$ cat src/rtl/rs_pool.sv
module rs_pool #(
  parameter int N        = 3,
  parameter int DATA_W   = 64,
  parameter int TAG_W    = 4,
  parameter int OP_W     = 4,
  parameter int TAG_BASE = 1
) (
  input  logic              clk,
  input  logic              rst_n,
  input  logic              iss_valid,
  input  logic [OP_W-1:0]   iss_op,
  input  logic [TAG_W-1:0]  iss_qa,
  input  logic [DATA_W-1:0] iss_va,
  input  logic [TAG_W-1:0]  iss_qb,
  input  logic [DATA_W-1:0] iss_vb,
  output logic              iss_ready,
  output logic [TAG_W-1:0]  iss_tag,
  input  logic              bc_valid,
  input  logic [TAG_W-1:0]  bc_tag,
  input  logic [DATA_W-1:0] bc_data,
  input  logic              fu_ready,
  output logic              dsp_valid,
  output logic [OP_W-1:0]   dsp_op,
  output logic [DATA_W-1:0] dsp_va,
  output logic [DATA_W-1:0] dsp_vb,
  output logic [TAG_W-1:0]  dsp_tag
);
  localparam int IDX_W = (N > 1) ? $clog2(N) : 1;

  logic [N-1:0]      busy, sent, rdy;
  logic [OP_W-1:0]   op_q [N];
  logic [TAG_W-1:0]  qa_q [N];
  logic [TAG_W-1:0]  qb_q [N];
  logic [DATA_W-1:0] va_q [N];
  logic [DATA_W-1:0] vb_q [N];

  logic [IDX_W-1:0] free_idx, dsp_idx;
  logic             take;

  function automatic logic snoop(input logic [TAG_W-1:0] q);
    return bc_valid && (q != '0) && (q == bc_tag);
  endfunction

  always_comb begin
    free_idx = '0;
    dsp_idx  = '0;
    for (int i = N - 1; i >= 0; i--) begin
      rdy[i] = busy[i] && !sent[i] && (qa_q[i] == '0) && (qb_q[i] == '0);
      if (!busy[i]) free_idx = IDX_W'(i);
      if (rdy[i])   dsp_idx  = IDX_W'(i);
    end
  end

  assign iss_ready = ~&busy;
  assign iss_tag   = TAG_W'(TAG_BASE) + TAG_W'(free_idx);
  assign take      = iss_valid && iss_ready;

  assign dsp_valid = fu_ready && (|rdy);
  assign dsp_op    = op_q[dsp_idx];
  assign dsp_va    = va_q[dsp_idx];
  assign dsp_vb    = vb_q[dsp_idx];
  assign dsp_tag   = TAG_W'(TAG_BASE) + TAG_W'(dsp_idx);

  always_ff @(posedge clk or negedge rst_n) begin
    if (!rst_n) begin
      busy <= '0;
      sent <= '0;
      for (int i = 0; i < N; i++) begin
        op_q[i] <= '0;
        qa_q[i] <= '0;
        qb_q[i] <= '0;
        va_q[i] <= '0;
        vb_q[i] <= '0;
      end
    end else begin
      for (int i = 0; i < N; i++) begin
        if (take && free_idx == IDX_W'(i)) begin
          busy[i] <= 1'b1;
          sent[i] <= 1'b0;
          op_q[i] <= iss_op;
          qa_q[i] <= snoop(iss_qa) ? '0 : iss_qa;
          va_q[i] <= snoop(iss_qa) ? bc_data : iss_va;
          qb_q[i] <= snoop(iss_qb) ? '0 : iss_qb;
          vb_q[i] <= snoop(iss_qb) ? bc_data : iss_vb;
        end else if (busy[i]) begin
          if (bc_valid && bc_tag == TAG_W'(TAG_BASE + i)) busy[i] <= 1'b0;
          if (snoop(qa_q[i])) begin
            va_q[i] <= bc_data;
            qa_q[i] <= '0;
          end
          if (snoop(qb_q[i])) begin
            vb_q[i] <= bc_data;
            qb_q[i] <= '0;
          end
          if (dsp_valid && dsp_idx == IDX_W'(i)) sent[i] <= 1'b1;
        end
      end
    end
  end
endmodule

$ cat config.mk
export PLATFORM = sky130hd
export DESIGN_NAME = rs_pool
export DESIGN_NICKNAME = d
export VERILOG_FILES = /design/src/rtl/rs_pool.sv
export SDC_FILE = /design/constraint.sdc
export NUM_CORES = 1
export LEC_CHECK = 0
export BUFFER_PORTS_ARGS = -buffer_cell sky130_fd_sc_hd__buf_2
export CAP_MARGIN = 10
export CELL_PAD_IN_SITES_DETAIL_PLACEMENT = 1
export CELL_PAD_IN_SITES_GLOBAL_PLACEMENT = 1
export CORE_MARGIN = 2
export CORE_UTILIZATION = 35
export CTS_CLUSTER_DIAMETER = 80
export DETAILED_ROUTE_END_ITERATION = 8
export MAX_ROUTING_LAYER = met4
export PLACE_DENSITY_LB_ADDON = 0.25
export RECOVER_POWER = 25
export SKIP_LAST_GASP = 1
export SLEW_MARGIN = 10
export SYNTH_ARGS = -nofsm -noshare
export SYNTH_HDL_FRONTEND = slang
export SYNTH_SLANG_ARGS = --single-unit
$ cat constraint.sdc
create_clock -name clk -period 2.8 [get_ports clk]
set_input_delay 0.14 -clock clk [delete_from_list [all_inputs] [get_ports clk]]
set_output_delay 0.14 -clock clk [all_outputs]
set_load 0.01 [all_outputs]
# Word level (Yosys, flattened, before mapping)
# Index checks and enable logic that the tools add are counted.
[classes]
add_sub_neg = 2
order_cmp = 1
n_eq_ne = 15
n_mux = 73
bitwise_logic = 1
n_reduce_logical = 79
[ops]
columns = ["cell", "n"]
rows = [
  ["2-to-1 mux 64 bit", 24],
  ["binary-select mux 64 bit (select 2 bit)", 2],
  ["2-to-1 mux 4 bit", 22],
  ["logical AND 1 bit", 36],
  ["== test 4 bit", 8],
  ["nonzero test 4 bit", 8],
  ["zero test 4 bit", 6],
  ["nonzero test 2 bit", 12],
  ["2-to-1 mux 1 bit", 18],
  ["AND reduction 2 bit", 9],
  ["2-to-1 mux 2 bit", 6],
  ["binary-select mux 4 bit (select 2 bit)", 1],
  ["== test 4 x 2 -> 1 bit, second input constant", 2],
  ["adder 1 x 2 -> 3 bit, first input constant", 2],
  ["== test 2 x 1 -> 1 bit, second input constant", 2],
  ["== test 2 bit, second input constant", 2],
  ["== test 4 x 1 -> 1 bit, second input constant", 1],
  ["zero test 1 bit", 4],
  ["zero test 2 bit", 2],
  ["greater-or-equal comparator 3 bit, second input constant", 1],
  ["inverter 2 -> 3 bit", 1],
  ["AND reduction 3 bit", 1],
  ["OR reduction 3 bit", 1],
]
[word_totals]
ff_bits = 426
output_inout_bits = 142

# Logic depth before layout (Yosys ltp)
[logic_depth]
ltp_word = 12
mapped_depth = 9
ltp_nobuf = 8

# Worst setup path after synthesis
# Ideal clock, no wire load.
[synth_timing]
path_type = "register -> output"
from = "register qa_q[6] in the netlist's numbering"
to = "output dsp_va[47]"
t_arrival_ps = 2044
setup_slack_ps = 616
stages_incl_launch_ff = 8
path_buffers = 2
cell_sequence = "dfrtp_1 -> or4b_4 -> nor3_2 -> a31oi_1 -> nand3_1 -> buf_2 -> buf_2 -> mux2_1"
[synth_between]
elab_chain_cells = 9
[synth_lines]
columns = ["element", "line_no", "rtl"]
rows = [
  ["start, declared", "32", "logic [TAG_W-1:0] qa_q [N];"],
  ["start signal, assigned by index", "81", "qa_q[i] <= snoop(iss_qa) ? '0 : iss_qa;"],
  ["zero test 4 bit", "48", "rdy[i] = busy[i] && !sent[i] && (qa_q[i] == '0) && (qb_q[i] == '0);"],
  ["logical AND 1 bit (2 in a row)", "48", ""],
  ["2-to-1 mux 2 bit (2 in a row)", "50", "if (rdy[i]) dsp_idx = IDX_W'(i);"],
  ["inverter 2 -> 3 bit (not written as such)", "60", "assign dsp_va = va_q[dsp_idx];"],
  ["binary-select mux 64 bit (select 2 bit)", "60", ""],
  ["2-to-1 mux 64 bit (not written as such) (2 in a row)", "60", ""],
  ["end, declared", "24", "output logic [DATA_W-1:0] dsp_va,"],
]
# Every way passes these cells. The select of a mux whose other input is x is not followed.

# Worst setup path in the final report
[layout_timing]
from = "register qa_q[6] in the netlist's numbering"
to = "output dsp_vb[6]"
[layout_between]
elab_chain_cells = 9
[layout_lines]
columns = ["element", "line_no", "rtl"]
rows = [
  ["zero test 4 bit", "48", ""],
  ["logical AND 1 bit (2 in a row)", "48", ""],
  ["2-to-1 mux 2 bit (2 in a row)", "50", ""],
  ["inverter 2 -> 3 bit (not written as such)", "61", "assign dsp_vb = vb_q[dsp_idx];"],
  ["binary-select mux 64 bit (select 2 bit)", "61", ""],
  ["2-to-1 mux 64 bit (not written as such) (2 in a row)", "61", ""],
  ["end, declared", "25", "output logic [DATA_W-1:0] dsp_vb,"],
]
# Every way passes these cells. The select of a mux whose other input is x is not followed.

==> results summary <==
The worst clock skew is 0.02098 ns. The capture instance of the worst register-to-register path is va_q[123]$_DFFE_PN0P_. The arrival time of data at the critical path endpoint is 3.06 ns.

The placeable core region came out at 61,940 um2. The sequential area share after synthesis is 48.41%. The flow ran to the end, but the final reports show violations.

The remaining max-slew budget at the tightest pin came out at -30.02%. The tree is rooted in a sky130_fd_sc_hd__clkbuf_16. The critical path crosses 10 cells after its start point. The via count of the first global-routing pass is 22,990. Derived from the worst setup path, the maximum achievable clock frequency is 0.3129 GHz. On the critical path, the stage with the largest delay is an instance of sky130_fd_sc_hd__or4b_4. Global routing consumed, over all layers together, 29.37% of the routing resources. The floorplan has 91 rows. The longest clock path from root to sink contains 3 buffers. The count of nets left with antenna violations once routing finished came out at 0.

The tightest hold path in the finished design has a slack of 0.008776 ns. The total count of max-transition violations in the final report came to 69. The clock period minus final worst setup slack is 3.196 ns.

The slack of the worst reg-to-reg path came out at -0.07 ns. The leakage power total came out at 14.74 nW. The number of remaining DRC errors is 0. The detail-routed via count per cell came out at 5.744. The final non-filler cell total is 3,616. The total power density per cell area is 1145 nW/um2. The number of maximum-capacitance constraint violations is 1. Summing over every cut layer, the via total after detailed routing is 20,770. Clock tree synthesis inserted a total of 51 buffers.

The critical path buffer and inverter count came out at 5. Synthesis produced 2,100 cells. The area of the mapped netlist is 22,020 um2. The worst path required time came out at 2.66 ns.

In this run the worst path has a maximum fanout of 8. Setup violations remaining at the end of the flow were counted as 134. The checks that failed: capacitance limit, slew limit, setup timing.

After the last flow step, the layout net total stands at 2,949. The wire length of the first global-routing pass is 141.2 mm. After clock tree synthesis, the clock-pin slew on the worst setup and hold paths is 0.06 ns. The post-route clock period utilization is 114.1%. The total count of hold-check failures in the final report is 0.

The last weighted congestion value of the routability-driven placer is 0.8601. From left edge to right edge, the die measures 254.8 um. The CTS H-tree depth is 2. Counting flops with a built-in enable in the synthesized netlist gives 0. The storage element area is 10,660 um2.

Yosys mapped the design onto 59 distinct sky130hd cell types. The fraction of final layout cells with drive strength greater than 1 came out at 32.86%. The number of DRC markers in iteration 0 is 1,930. The per-cell routed wire length is 26.54 um. The cell count after placement is 3,213. The post-synthesis to final-layout area growth is 42.67%. The class of the tightest hold or removal check is input pin to register. The proportion of netlist area held by the largest area contributor is 48.41%. The per-instance average area after synthesis is 10.49 um2. Before antenna repair, the detailed router went through 8 iterations. The global route total overflow is 0. The pin count of the biggest net entering global routing came out at 72. The most used flip-flop cell after synthesis is sky130_fd_sc_hd__dfrtp_1. The critical path endpoint category is an output port. At the later pin of the worst-skew pair, clock insertion delay measures 0.60 ns. The critical path is of the register to output port type. In this run the vertical extent of the chip is 254.8 um. During I/O placement, the number of pins put on the boundary was 355. The start point of the worst min-delay path is fu_ready. The overall die area is 64,940 um2. The initial antenna violation count came out at 4. The multi-input combinational cells in the finished layout cover a total of 10,260 um2. The slew at the pin closest to its max-slew limit is 1.950 ns. The total half-perimeter wirelength after legalization and detailed placement is 55.05 mm. The largest vdd supply drop is 0.0005274 V. The worst min-delay path endpoint is sent[2]$_DFFE_PN0P_. The most common cell type on the critical path is sky130_fd_sc_hd__buf_12.

After layout, the worst setup slack is -0.3961 ns. By area the synthesized netlist is led by sky130_fd_sc_hd__dfrtp_1, sky130_fd_sc_hd__mux2_2, sky130_fd_sc_hd__mux2i_1. Setup repair after global routing could not meet its margin everywhere. The share of flip-flops with an asynchronous set or reset came out at 100.0%. The initial utilization of the core area, before any placement, comes to 35.55%. The worst hold path was traced through 3 stages. On the critical path the largest part of the delay comes from simple AND/OR/NAND/NOR gates. The clock sink count is 426.

Fill cells in the final layout number 6,633. The number of I/O port buffers is 351. The cell taking the most area after synthesis is sky130_fd_sc_hd__dfrtp_1.

The worst register-to-register path begins at qa_q[4]$_DFFE_PN0P_. The largest single stage delay on the critical path is 0.56 ns. The post-detailed-routing wire length is 95.97 mm. The critical path goes through or4b_4, nor3_4, buf_6, a31oi_4, nand3_4, buf_12, buf_12, buf_16, mux2i_1, buf_2. The count of yosys warnings during synthesis is 0.

The CTS tree is yes. The synthesized design contains 426 register bits. STA classifies the critical path startpoint as a register. The number of cells on the worst reg-to-reg path is 7.
## placed cells by master, fill, tap and decap left out, drive strengths merged, types with 15 or more instances in the layout
cell type      n
buf          472
dfrtp        426
o21ai         20
o22ai         69
nor2         329
clkinv        15
mux2         136
xor2          21
nand2        129
a221oi       192
dlygate4sd3  250
a222oi        64
mux2i        128
clkbuf        91
inv          271
o221a         64
## registers in the layout (all words and copies together), names as in the netlist
signal and flops:
busy 3, op_q 12, qa_q 12, qb_q 12, sent 3, va_q 192, vb_q 192
## where the power goes
part           total (mW)  leakage (nW)  switching, mW  internal [mW]
registers            10.9          4.71           1.81           9.13
clock network        6.91         0.865           2.85           4.06
logic                18.1          9.17           9.10           9.01
total                36.0          14.7           13.8           22.2
## layer usage
metal	track usage, %	part of all wire [%]	vias up
li1	-	-	8806
met1	37.19	42	10910
met2	48.58	49	886
met3	4.017	6.3	169
met4	9.674	2.7	0
met5	-	0	-
## final cells by class
class	instances	share of cell area [%]
Tap cell	837	3.333
Antenna cell	4	0.03186
Inverter	269	3.214
Sequential cell	426	33.93
Clock inverter	21	0.6412
Clock buffer	75	4.863
Timing Repair Buffer	739	21.33
Multi-Input combinational cell	1245	32.65
## logic make-up after synthesis
group	share of synthesized area, %
DFF	48.41
muxes	12.94
AOI/OAI and AO/OA	19.22
other	0.01703
adders and majority gates	0.2273
and+or+nand+nor	9.324
buffers and inverters	8.904
xor gates and xnor gates	0.9546
## repair_timing
item	4_1_cts	5_1_grt
cloned	16	9
resized for setup	133	124
hold buffers	250	0
endpoints found under the setup margin	132	162
hold endpoints to repair	519	0
pin swaps	4	1
buffers inserted	27	5
## synthesized netlist by cell type (all sizes together), types with 2 or more instances
cell and instances:
nand4b 2, inv 269, nand3 5, nand2 127
or2 7, a222oi 64, and2 3, ha 4
mux2 136, o2bb2ai 2, o21ai 20, a22o 12
nor4 4, or3 3, clkbuf 45, buf 119
dfrtp 426, a221oi 192, o22ai 69, a31o 3
xor2 21, nand2b 3, or4b 2, or4 4
o21a 4, a32o 3, o221a 64, nor2b 2
a21oi 9, mux2i 128, xnor2 3, nor2 329
nor3 8
## metrics by stage
step	area (um2)	TNS (ns)	worst slack, ns	power [mW]	util (%)
finish	31420	-35.14	-0.3961	35.97	50.72
global route	31420	-54.31	-0.4305	37.81	50.72
CTS	30690	-33.13	-0.3145	34.27	49.55
detailed placement	25110	0	0.1204	24.73	40.54
global placement	25110	0	0.2087	24.11	40.54
floorplan	22030	0	0.6160	19.34	-
## worst min-delay path: cells and delay by family
family          cells  cell delay (ns)
compound gates      2             0.32
buf+inv             1             0.10
## how the worst max path moves through the flow
stage | from | to
floorplan | qa_q[6]$_DFFE_PN0P_ | dsp_va[47]
global placement | qa_q[11]$_DFFE_PN0P_ | dsp_va[33]
detailed placement | qa_q[11]$_DFFE_PN0P_ | dsp_va[43]
CTS | qa_q[6]$_DFFE_PN0P_ | dsp_va[62]
global route | qa_q[6]$_DFFE_PN0P_ | dsp_va[10]
finish | qa_q[6]$_DFFE_PN0P_ | dsp_vb[6]
No activity file was read; power rests on OpenSTA's default activity.
